===== config.mk =====
export PLATFORM = sky130hd
export DESIGN_NAME = alu_flags_core
export DESIGN_NICKNAME = d
export VERILOG_FILES = /design/src/rtl/alu_flags_pkg.sv /design/src/rtl/alu_addsub.sv /design/src/rtl/alu_shifter.sv /design/src/rtl/alu_compare.sv /design/src/rtl/alu_flags_core.sv
export SDC_FILE = /design/constraint.sdc
export NUM_CORES = 2
export LEC_CHECK = 0
export BUFFER_PORTS_ARGS = -buffer_cell sky130_fd_sc_hd__buf_2
export CORE_ASPECT_RATIO = 0.5
export CORE_MARGIN = 5
export CORE_UTILIZATION = 35
export DETAILED_ROUTE_END_ITERATION = 6
export SYNTH_ARGS = -nofsm -noshare
export SYNTH_HDL_FRONTEND = slang
export SYNTH_SLANG_ARGS = --single-unit
export TNS_END_PERCENT = 5

===== constraint.sdc =====
create_clock -name vclk -period 16.6
set_clock_uncertainty 0.2 [all_clocks]
set_input_delay 3.32 -clock vclk [all_inputs]
set_output_delay 3.32 -clock vclk [all_outputs]
set_load 0.01 [all_outputs]

===== src/rtl/alu_flags_pkg.sv =====
package alu_flags_pkg;
  localparam int unsigned OP_W = 5;

  typedef enum logic [OP_W-1:0] {
    OP_ADD  = 5'h00,
    OP_SUB  = 5'h01,
    OP_MUL  = 5'h02,
    OP_CEQ  = 5'h05,
    OP_XOR  = 5'h06,
    OP_CLT  = 5'h07,
    OP_SLL  = 5'h08,
    OP_SRL  = 5'h09,
    OP_PASS = 5'h0A,
    OP_SRA  = 5'h0B,
    OP_CLE  = 5'h0D,
    OP_AND  = 5'h18,
    OP_OR   = 5'h1E
  } alu_op_e;

  typedef struct packed {
    logic z;
    logic n;
    logic v;
  } alu_flags_t;
endpackage


===== src/rtl/alu_addsub.sv =====
module alu_addsub #(
  parameter int unsigned WIDTH = 32
) (
  input  logic                       sub_i,
  input  logic [WIDTH-1:0]           a_i,
  input  logic [WIDTH-1:0]           b_i,
  output logic [WIDTH-1:0]           sum_o,
  output alu_flags_pkg::alu_flags_t  flags_o
);
  localparam int unsigned MSB = WIDTH - 1;

  logic [WIDTH-1:0] b_eff;

  always_comb begin
    b_eff     = sub_i ? ~b_i : b_i;
    sum_o     = a_i + b_eff + WIDTH'(sub_i);
    flags_o.z = (sum_o == '0);
    flags_o.n = sum_o[MSB];
    // same-sign inputs to the adder, result sign flipped
    flags_o.v = (a_i[MSB] == b_eff[MSB]) && (sum_o[MSB] != a_i[MSB]);
  end
endmodule


===== src/rtl/alu_shifter.sv =====
module alu_shifter #(
  parameter int unsigned WIDTH = 32
) (
  input  logic [WIDTH-1:0]         a_i,
  input  logic [$clog2(WIDTH)-1:0] amt_i,
  input  logic                     left_i,
  input  logic                     arith_i,
  output logic [WIDTH-1:0]         y_o
);
  localparam int unsigned STAGES = $clog2(WIDTH);

  logic [WIDTH-1:0] a_rev, res_rev, src;
  logic [WIDTH-1:0] st [STAGES+1];
  logic             fill;

  // bit reversal lets left shifts reuse the right-shift stages
  for (genvar i = 0; i < WIDTH; i++) begin : g_rev
    assign a_rev[i]   = a_i[WIDTH-1-i];
    assign res_rev[i] = st[STAGES][WIDTH-1-i];
  end

  assign src   = left_i ? a_rev : a_i;
  assign fill  = arith_i & ~left_i & a_i[WIDTH-1];
  assign st[0] = src;

  for (genvar k = 0; k < STAGES; k++) begin : g_stage
    localparam int unsigned SH = 1 << k;
    assign st[k+1] = amt_i[k] ? {{SH{fill}}, st[k][WIDTH-1:SH]} : st[k];
  end

  assign y_o = left_i ? res_rev : st[STAGES];
endmodule


===== src/rtl/alu_compare.sv =====
module alu_compare #(
  parameter int unsigned WIDTH = 32
) (
  input  alu_flags_pkg::alu_op_e     op_i,
  input  alu_flags_pkg::alu_flags_t  flags_i,
  output logic [WIDTH-1:0]           y_o
);
  import alu_flags_pkg::*;

  logic hit;

  // flags come from a - b here
  always_comb begin
    unique case (op_i)
      OP_CEQ:  hit = flags_i.z;
      OP_CLT:  hit = flags_i.n ^ flags_i.v;
      OP_CLE:  hit = (flags_i.n ^ flags_i.v) | flags_i.z;
      default: hit = 1'b0;
    endcase
    y_o = WIDTH'(hit);
  end
endmodule


===== src/rtl/alu_flags_core.sv =====
module alu_flags_core #(
  parameter int unsigned WIDTH = 32
) (
  input  logic [4:0]       op_i,
  input  logic [WIDTH-1:0] a_i,
  input  logic [WIDTH-1:0] b_i,
  output logic [WIDTH-1:0] y_o,
  output logic             z_o,
  output logic             n_o,
  output logic             v_o
);
  import alu_flags_pkg::*;

  localparam int unsigned SHW = $clog2(WIDTH);

  alu_op_e          op;
  logic             use_sub;
  logic [WIDTH-1:0] sum, sh_res, cmp_res, mul_res;
  alu_flags_t       flags;

  assign op = alu_op_e'(op_i);

  always_comb begin
    unique case (op)
      OP_SUB, OP_CEQ, OP_CLT, OP_CLE: use_sub = 1'b1;
      default:                        use_sub = 1'b0;
    endcase
  end

  alu_addsub #(.WIDTH(WIDTH)) u_addsub (
    .sub_i   (use_sub),
    .a_i     (a_i),
    .b_i     (b_i),
    .sum_o   (sum),
    .flags_o (flags)
  );

  alu_shifter #(.WIDTH(WIDTH)) u_shift (
    .a_i     (a_i),
    .amt_i   (b_i[SHW-1:0]),
    .left_i  (op == OP_SLL),
    .arith_i (op == OP_SRA),
    .y_o     (sh_res)
  );

  alu_compare #(.WIDTH(WIDTH)) u_cmp (
    .op_i    (op),
    .flags_i (flags),
    .y_o     (cmp_res)
  );

  assign mul_res = a_i * b_i;

  always_comb begin
    unique case (op)
      OP_ADD, OP_SUB:           y_o = sum;
      OP_MUL:                   y_o = mul_res;
      OP_CEQ, OP_CLT, OP_CLE:   y_o = cmp_res;
      OP_SLL, OP_SRL, OP_SRA:   y_o = sh_res;
      OP_AND:                   y_o = a_i & b_i;
      OP_OR:                    y_o = a_i | b_i;
      OP_XOR:                   y_o = a_i ^ b_i;
      OP_PASS:                  y_o = a_i;
      default:                  y_o = '0;
    endcase
  end

  assign z_o = flags.z;
  assign n_o = flags.n;
  assign v_o = flags.v;
endmodule


# --- Word level (Yosys, flattened, before mapping) ---
# Cells that the tools add are included.
word_totals:
  elab_cells: 44
  inputBits: 69
  latch_bits: 0
  rom_bits: 0
  mem_count: 0
  mem_bits_rw: 0
  output_inout_bits: 35
  regBits: 0
op_classes:
  shift: 0
  n_lt_le_gt_ge: 0
  reduce_logical: 7
  mul: 1
  muxes: 11
  bitwise_logic: 9
  div_mod_pow: 0
  n_eq_ne: 14
  addsub: 2
op_table:
  columns: ["cell", "n"]
  rows:
  - ["$mux W32", 8]
  - ["$pmux W32 S8", 1]
  - ["$add A32 B1 Y32", 1]
  - ["$add A32 B32 Y32", 1]
  - ["$and A32 B32 Y32", 1]
  - ["$logic_not A32 Y1", 1]
  - ["$mul A32 B32 Y32", 1]
  - ["$not A32 Y32", 1]
  - ["$or A32 B32 Y32", 1]
  - ["$xor A32 B32 Y32", 1]
  - ["$eq A5 B4 Y1 const B", 5]
  - ["$eq A5 B3 Y1 const B", 3]
  - ["$eq A5 B5 Y1 const B", 2]
  - ["$reduce_or A3 Y1", 2]
  - ["$eq A5 B1 Y1 const B", 1]
  - ["$eq A5 B2 Y1 const B", 1]
  - ["$logic_not A5 Y1", 1]
  - ["$reduce_or A4 Y1", 1]
  - ["$pmux W1 S3", 1]
  - ["$and A1 B1 Y1", 2]
  - ["$reduce_or A2 Y1", 1]
  - ["$eq A1 B1 Y1", 1]
  - ["$logic_and A1 B1 Y1", 1]
  - ["$mux W1", 1]
  - ["4 further kinds", 4]

# --- Longest topological paths before layout ---
depth:
  ltp_word: 12
  mapped_depth: 30
  mapped_depth_nobuf: 28

# --- Modules after synthesis ---
# A second synthesis with hierarchy kept.
unflattened:
  cells_unflattened: 2947
  hier_area_um2: 23676.5
by_module_without_submodules:
  columns: ["module", "instances", "seq_area_each_um2", "cells_per_inst", "area_each_um2"]
  rows:
  - ["alu_flags_core", 1, 0.0, 2124, 17495.5]
  - ["alu_shifter", 1, 0.0, 461, 3594.7]
  - ["alu_addsub", 1, 0.0, 323, 2297.2]
  - ["alu_compare", 1, 0.0, 39, 289.0]

# --- Worst setup path after synthesis ---
# No wires, ideal clock.
synth_timing:
  path_type: "in2out"
  from: "in b_i[3]"
  to: "out y_o[30]"
  n_path_buf: 4
  path_stages: 29
  slack_ns: 1.881
  t_required_ns: 13.080
  arrival_ns: 11.199
  cell_sequence: "clkbuf_1 > inv_1 > clkbuf_1 > clkbuf_1 > clkbuf_1 > nor2_1 > fa_1 > inv_1 > fa_1 > fa_1 > fa_1 > inv_1 > fa_1 > inv_1 > fa_1 > inv_1 > fa_1 > fa_1 > ha_1 > and2_1 > a22o_1 > a211oi_1 > o31ai_1 > a21oi_1 > nor2b_1 > o311a_1 > o21ai_1 > mux2_1 > o211ai_1"
synth_between:
  elab_chain_cells: 5
  word_cells_on_any_way: 9
  classes_between: "2 x add/sub; 1 x mul; 5 x mux; 1 x bitwise"
synth_lines:
  columns: ["item", "line", "text"]
  rows:
  - ["start, declared", "alu_flags_core.sv:6", "input logic [WIDTH-1:0] b_i,"]
  - ["$not A32 Y32", "alu_addsub.sv:15", "b_eff = sub_i ? ~b_i : b_i;"]
  - ["$mux W32", "alu_addsub.sv:15", null]
  - ["$add A32 B32 Y32", "alu_addsub.sv:16", "sum_o = a_i + b_eff + WIDTH'(sub_i);"]
  - ["$add A32 B1 Y32", "alu_addsub.sv:16", null]
  - ["$pmux W32 S8 *", "alu_flags_core.sv:55", "unique case (op)"]
  - ["end, declared", "alu_flags_core.sv:7", "output logic [WIDTH-1:0] y_o,"]
# Every way passes the cells marked *; elsewhere a longest branch is shown, timed or not.

# --- Worst setup path after layout ---
layout_timing:
  from: "in b_i[6]"
  to: "out y_o[30]"
# Same word-level chain as after synthesis.

==> impl_metrics.json <==
{
  "track_usage_pct": 27.7,
  "synth_cell_types": 76,
  "relSlewSlack_pct": 6.94,
  "crit_path_start_kind": "primary input",
  "ys_seq_area_share_pct": 0,
  "drive_gt1_share_pct": 7.54,
  "min_period_ns": 15.07,
  "drt_iter0_drc": 2214,
  "holdPathEnd": "v_o",
  "worst-path-buf-inv": 7,
  "cap_violations": 0,
  "die_width_um": 360,
  "final_cell_mix": "inv_1, fa_1, nor2_1",
  "portBuffers": 104,
  "crit_path_top_delay_cell": "inv_1",
  "avgSynthCellArea_um2": 8.21,
  "synth_largest_area_cell": "fa_1",
  "dr.pass1.iters": 7,
  "finalNetCount": 3310,
  "cp-end-kind": "output pin",
  "violations": "design-rule violations",
  "crit_fanout": 22,
  "core-area_um2": 60900,
  "ant_nets": 0,
  "fmax_ghz": 0.0664,
  "final-seq-area_um2": 0,
  "crit_family": "adder cells",
  "synth_area_um2": 21500,
  "cp_data_required_time_ns": 13.08,
  "tightest_slew_ns": 1.39,
  "dp_hpwl_mm": 72.1,
  "grt_pass1_wl_mm": 137,
  "synthAdderAreaFrac_pct": 50.9,
  "grt_max_degree": 39,
  "detail_route.wl_per_cell_um": 27.3,
  "die-area_um2": 66700,
  "syn_inst": 2614,
  "synth_area_leaders": "fa_1, ha_1, inv_1",
  "synth_top_family_by_area": "adder cells",
  "hold_class": "primary input to output pin",
  "fin_crit_sh_pct": 90.8,
  "status": "complete, but fails checks",
  "initial_utilization_pct": 35.2,
  "synth_compound_gate_area_share_pct": 11.8,
  "cts_hold_buf": 0,
  "path_common_cell": "fa_1",
  "min_path_cells": 4,
  "drt-vias-per-instance": 5.74,
  "die_y_um": 185,
  "drc": 1,
  "vias": 19700,
  "rows": 64,
  "crit_type": "primary input to output pin",
  "ctsResizeCount": 0,
  "max_stage_delay_ns": 0.87,
  "n_clock_buffer": 0,
  "antenna_found_initial": 2,
  "hp-start": "a_i[31]",
  "final-setup-viol-count": 0,
  "yosysWarningCount": 0,
  "grt_setup_unrepaired": "no",
  "drt_wl_total_mm": 93.9,
  "mostFrequentLayoutCell": "inv_1",
  "num_io_pins": 104,
  "final_hold_viol_count": 0,
  "postCtsSetupRepairBufs": 0,
  "setup_tns_ns": 0,
  "synth.top_cell.area_share_pct": 38.2,
  "grt-ovfl-total": 0,
  "nFlopsAndLatches": 0,
  "post-route-util_pct": 37.4,
  "area_growth_pct": 6.24,
  "synth_xor_area_share_pct": 5.59,
  "synthMuxAreaShare_pct": 6.61,
  "finalMaxSlewViolations": 0,
  "fillCellCount": 6303,
  "synthSimpleGateAreaFrac_pct": 14.3,
  "syn-num-nets": 3310,
  "grt_pass1_vias": 19800,
  "place_congestion": 1.09,
  "worstPathArrival_ns": 11.55
}
Yosys cell counts (5+ instances only):
library cell,instances
and3_1,13
and2_1,5
o211ai_1,22
nand2_1,291
a22oi_1,15
or2_2,7
a21o_1,26
o21a_1,7
mux2i_1,107
a21oi_1,87
nand2b_1,16
o2111ai_1,7
xnor2_1,107
inv_1,434
a221o_1,8
nor4_1,7
a31oi_1,5
clkinv_1,11
buf_1,23
ha_1,217
o21bai_1,8
nor2_1,347
nor2b_1,7
mux4_2,14
o21ai_1,20
a211oi_1,29
or3_1,6
xor2_1,30
fa_1,410
nand3_1,16
nand4_1,7
o221ai_1,6
a221oi_1,27
nor3_1,10
o21ai_0,60
buf_6,5
clkbuf_1,120
inv_2,8
o31ai_1,5
per-stage QoR:
stage                     hold slack (ns)  std cells  setup WS (ns)  instance area (µm²)
final                                6.94       3439           1.53                22800
after global routing                 6.97       3437           1.17                22800
after CTS                            6.93       3437           1.61                22800
after detailed placement             6.93       3437           1.63                22800
after global placement               6.93       3437           1.65                22800
after floorplan                      6.69       2614           1.88                21500
metal layers:
layer  vias up  share of wire (%)  wire [µm]  global-route usage [%]
li1       8322                  -          -                       -
met1      9921                 41      38600                    37.5
met2      1215                 42      39100                    41.8
met3       275                 12      11500                    8.54
met4         2                5.0       4710                    10.8
met5         -              0.014         13                       0
cells by family after synthesis:
logic type	Yosys count
buffers and inverters	605
multiplexers	124
AND/OR/NAND/NOR	747
XOR/XNOR	137
AO/OA/AOI/OAI	374
adder cells (fa/ha/maj)	627
cell type report:
| cell class | instances | area [µm²] | share of cell area [%] |
|---|---|---|---|
| diodes | 2 | 5.00 | 0.0219 |
| inverters | 453 | 1700 | 7.46 |
| multi-input cells | 2009 | 19200 | 84.2 |
| well taps | 825 | 1030 | 4.53 |
| repair buffers | 150 | 866 | 3.80 |
worst min-delay path: cells and delay by family:
kind	cells	cell delay, ns
buffers and inverters	2	0.33
AND/OR/NAND/NOR	2	0.16
how the worst max path moves through the flow:
stage	startpoint	to	slack [ns]	cells after the start
2_1_floorplan	b_i[3]	y_o[30]	1.88	29
3_3_place_gp	b_i[6]	y_o[30]	1.65	27
3_5_place_dp	b_i[6]	y_o[30]	1.63	27
4_1_cts	b_i[6]	y_o[30]	1.61	27
5_1_grt	a_i[7]	y_o[30]	1.17	28
6_report	b_i[6]	y_o[30]	1.53	27
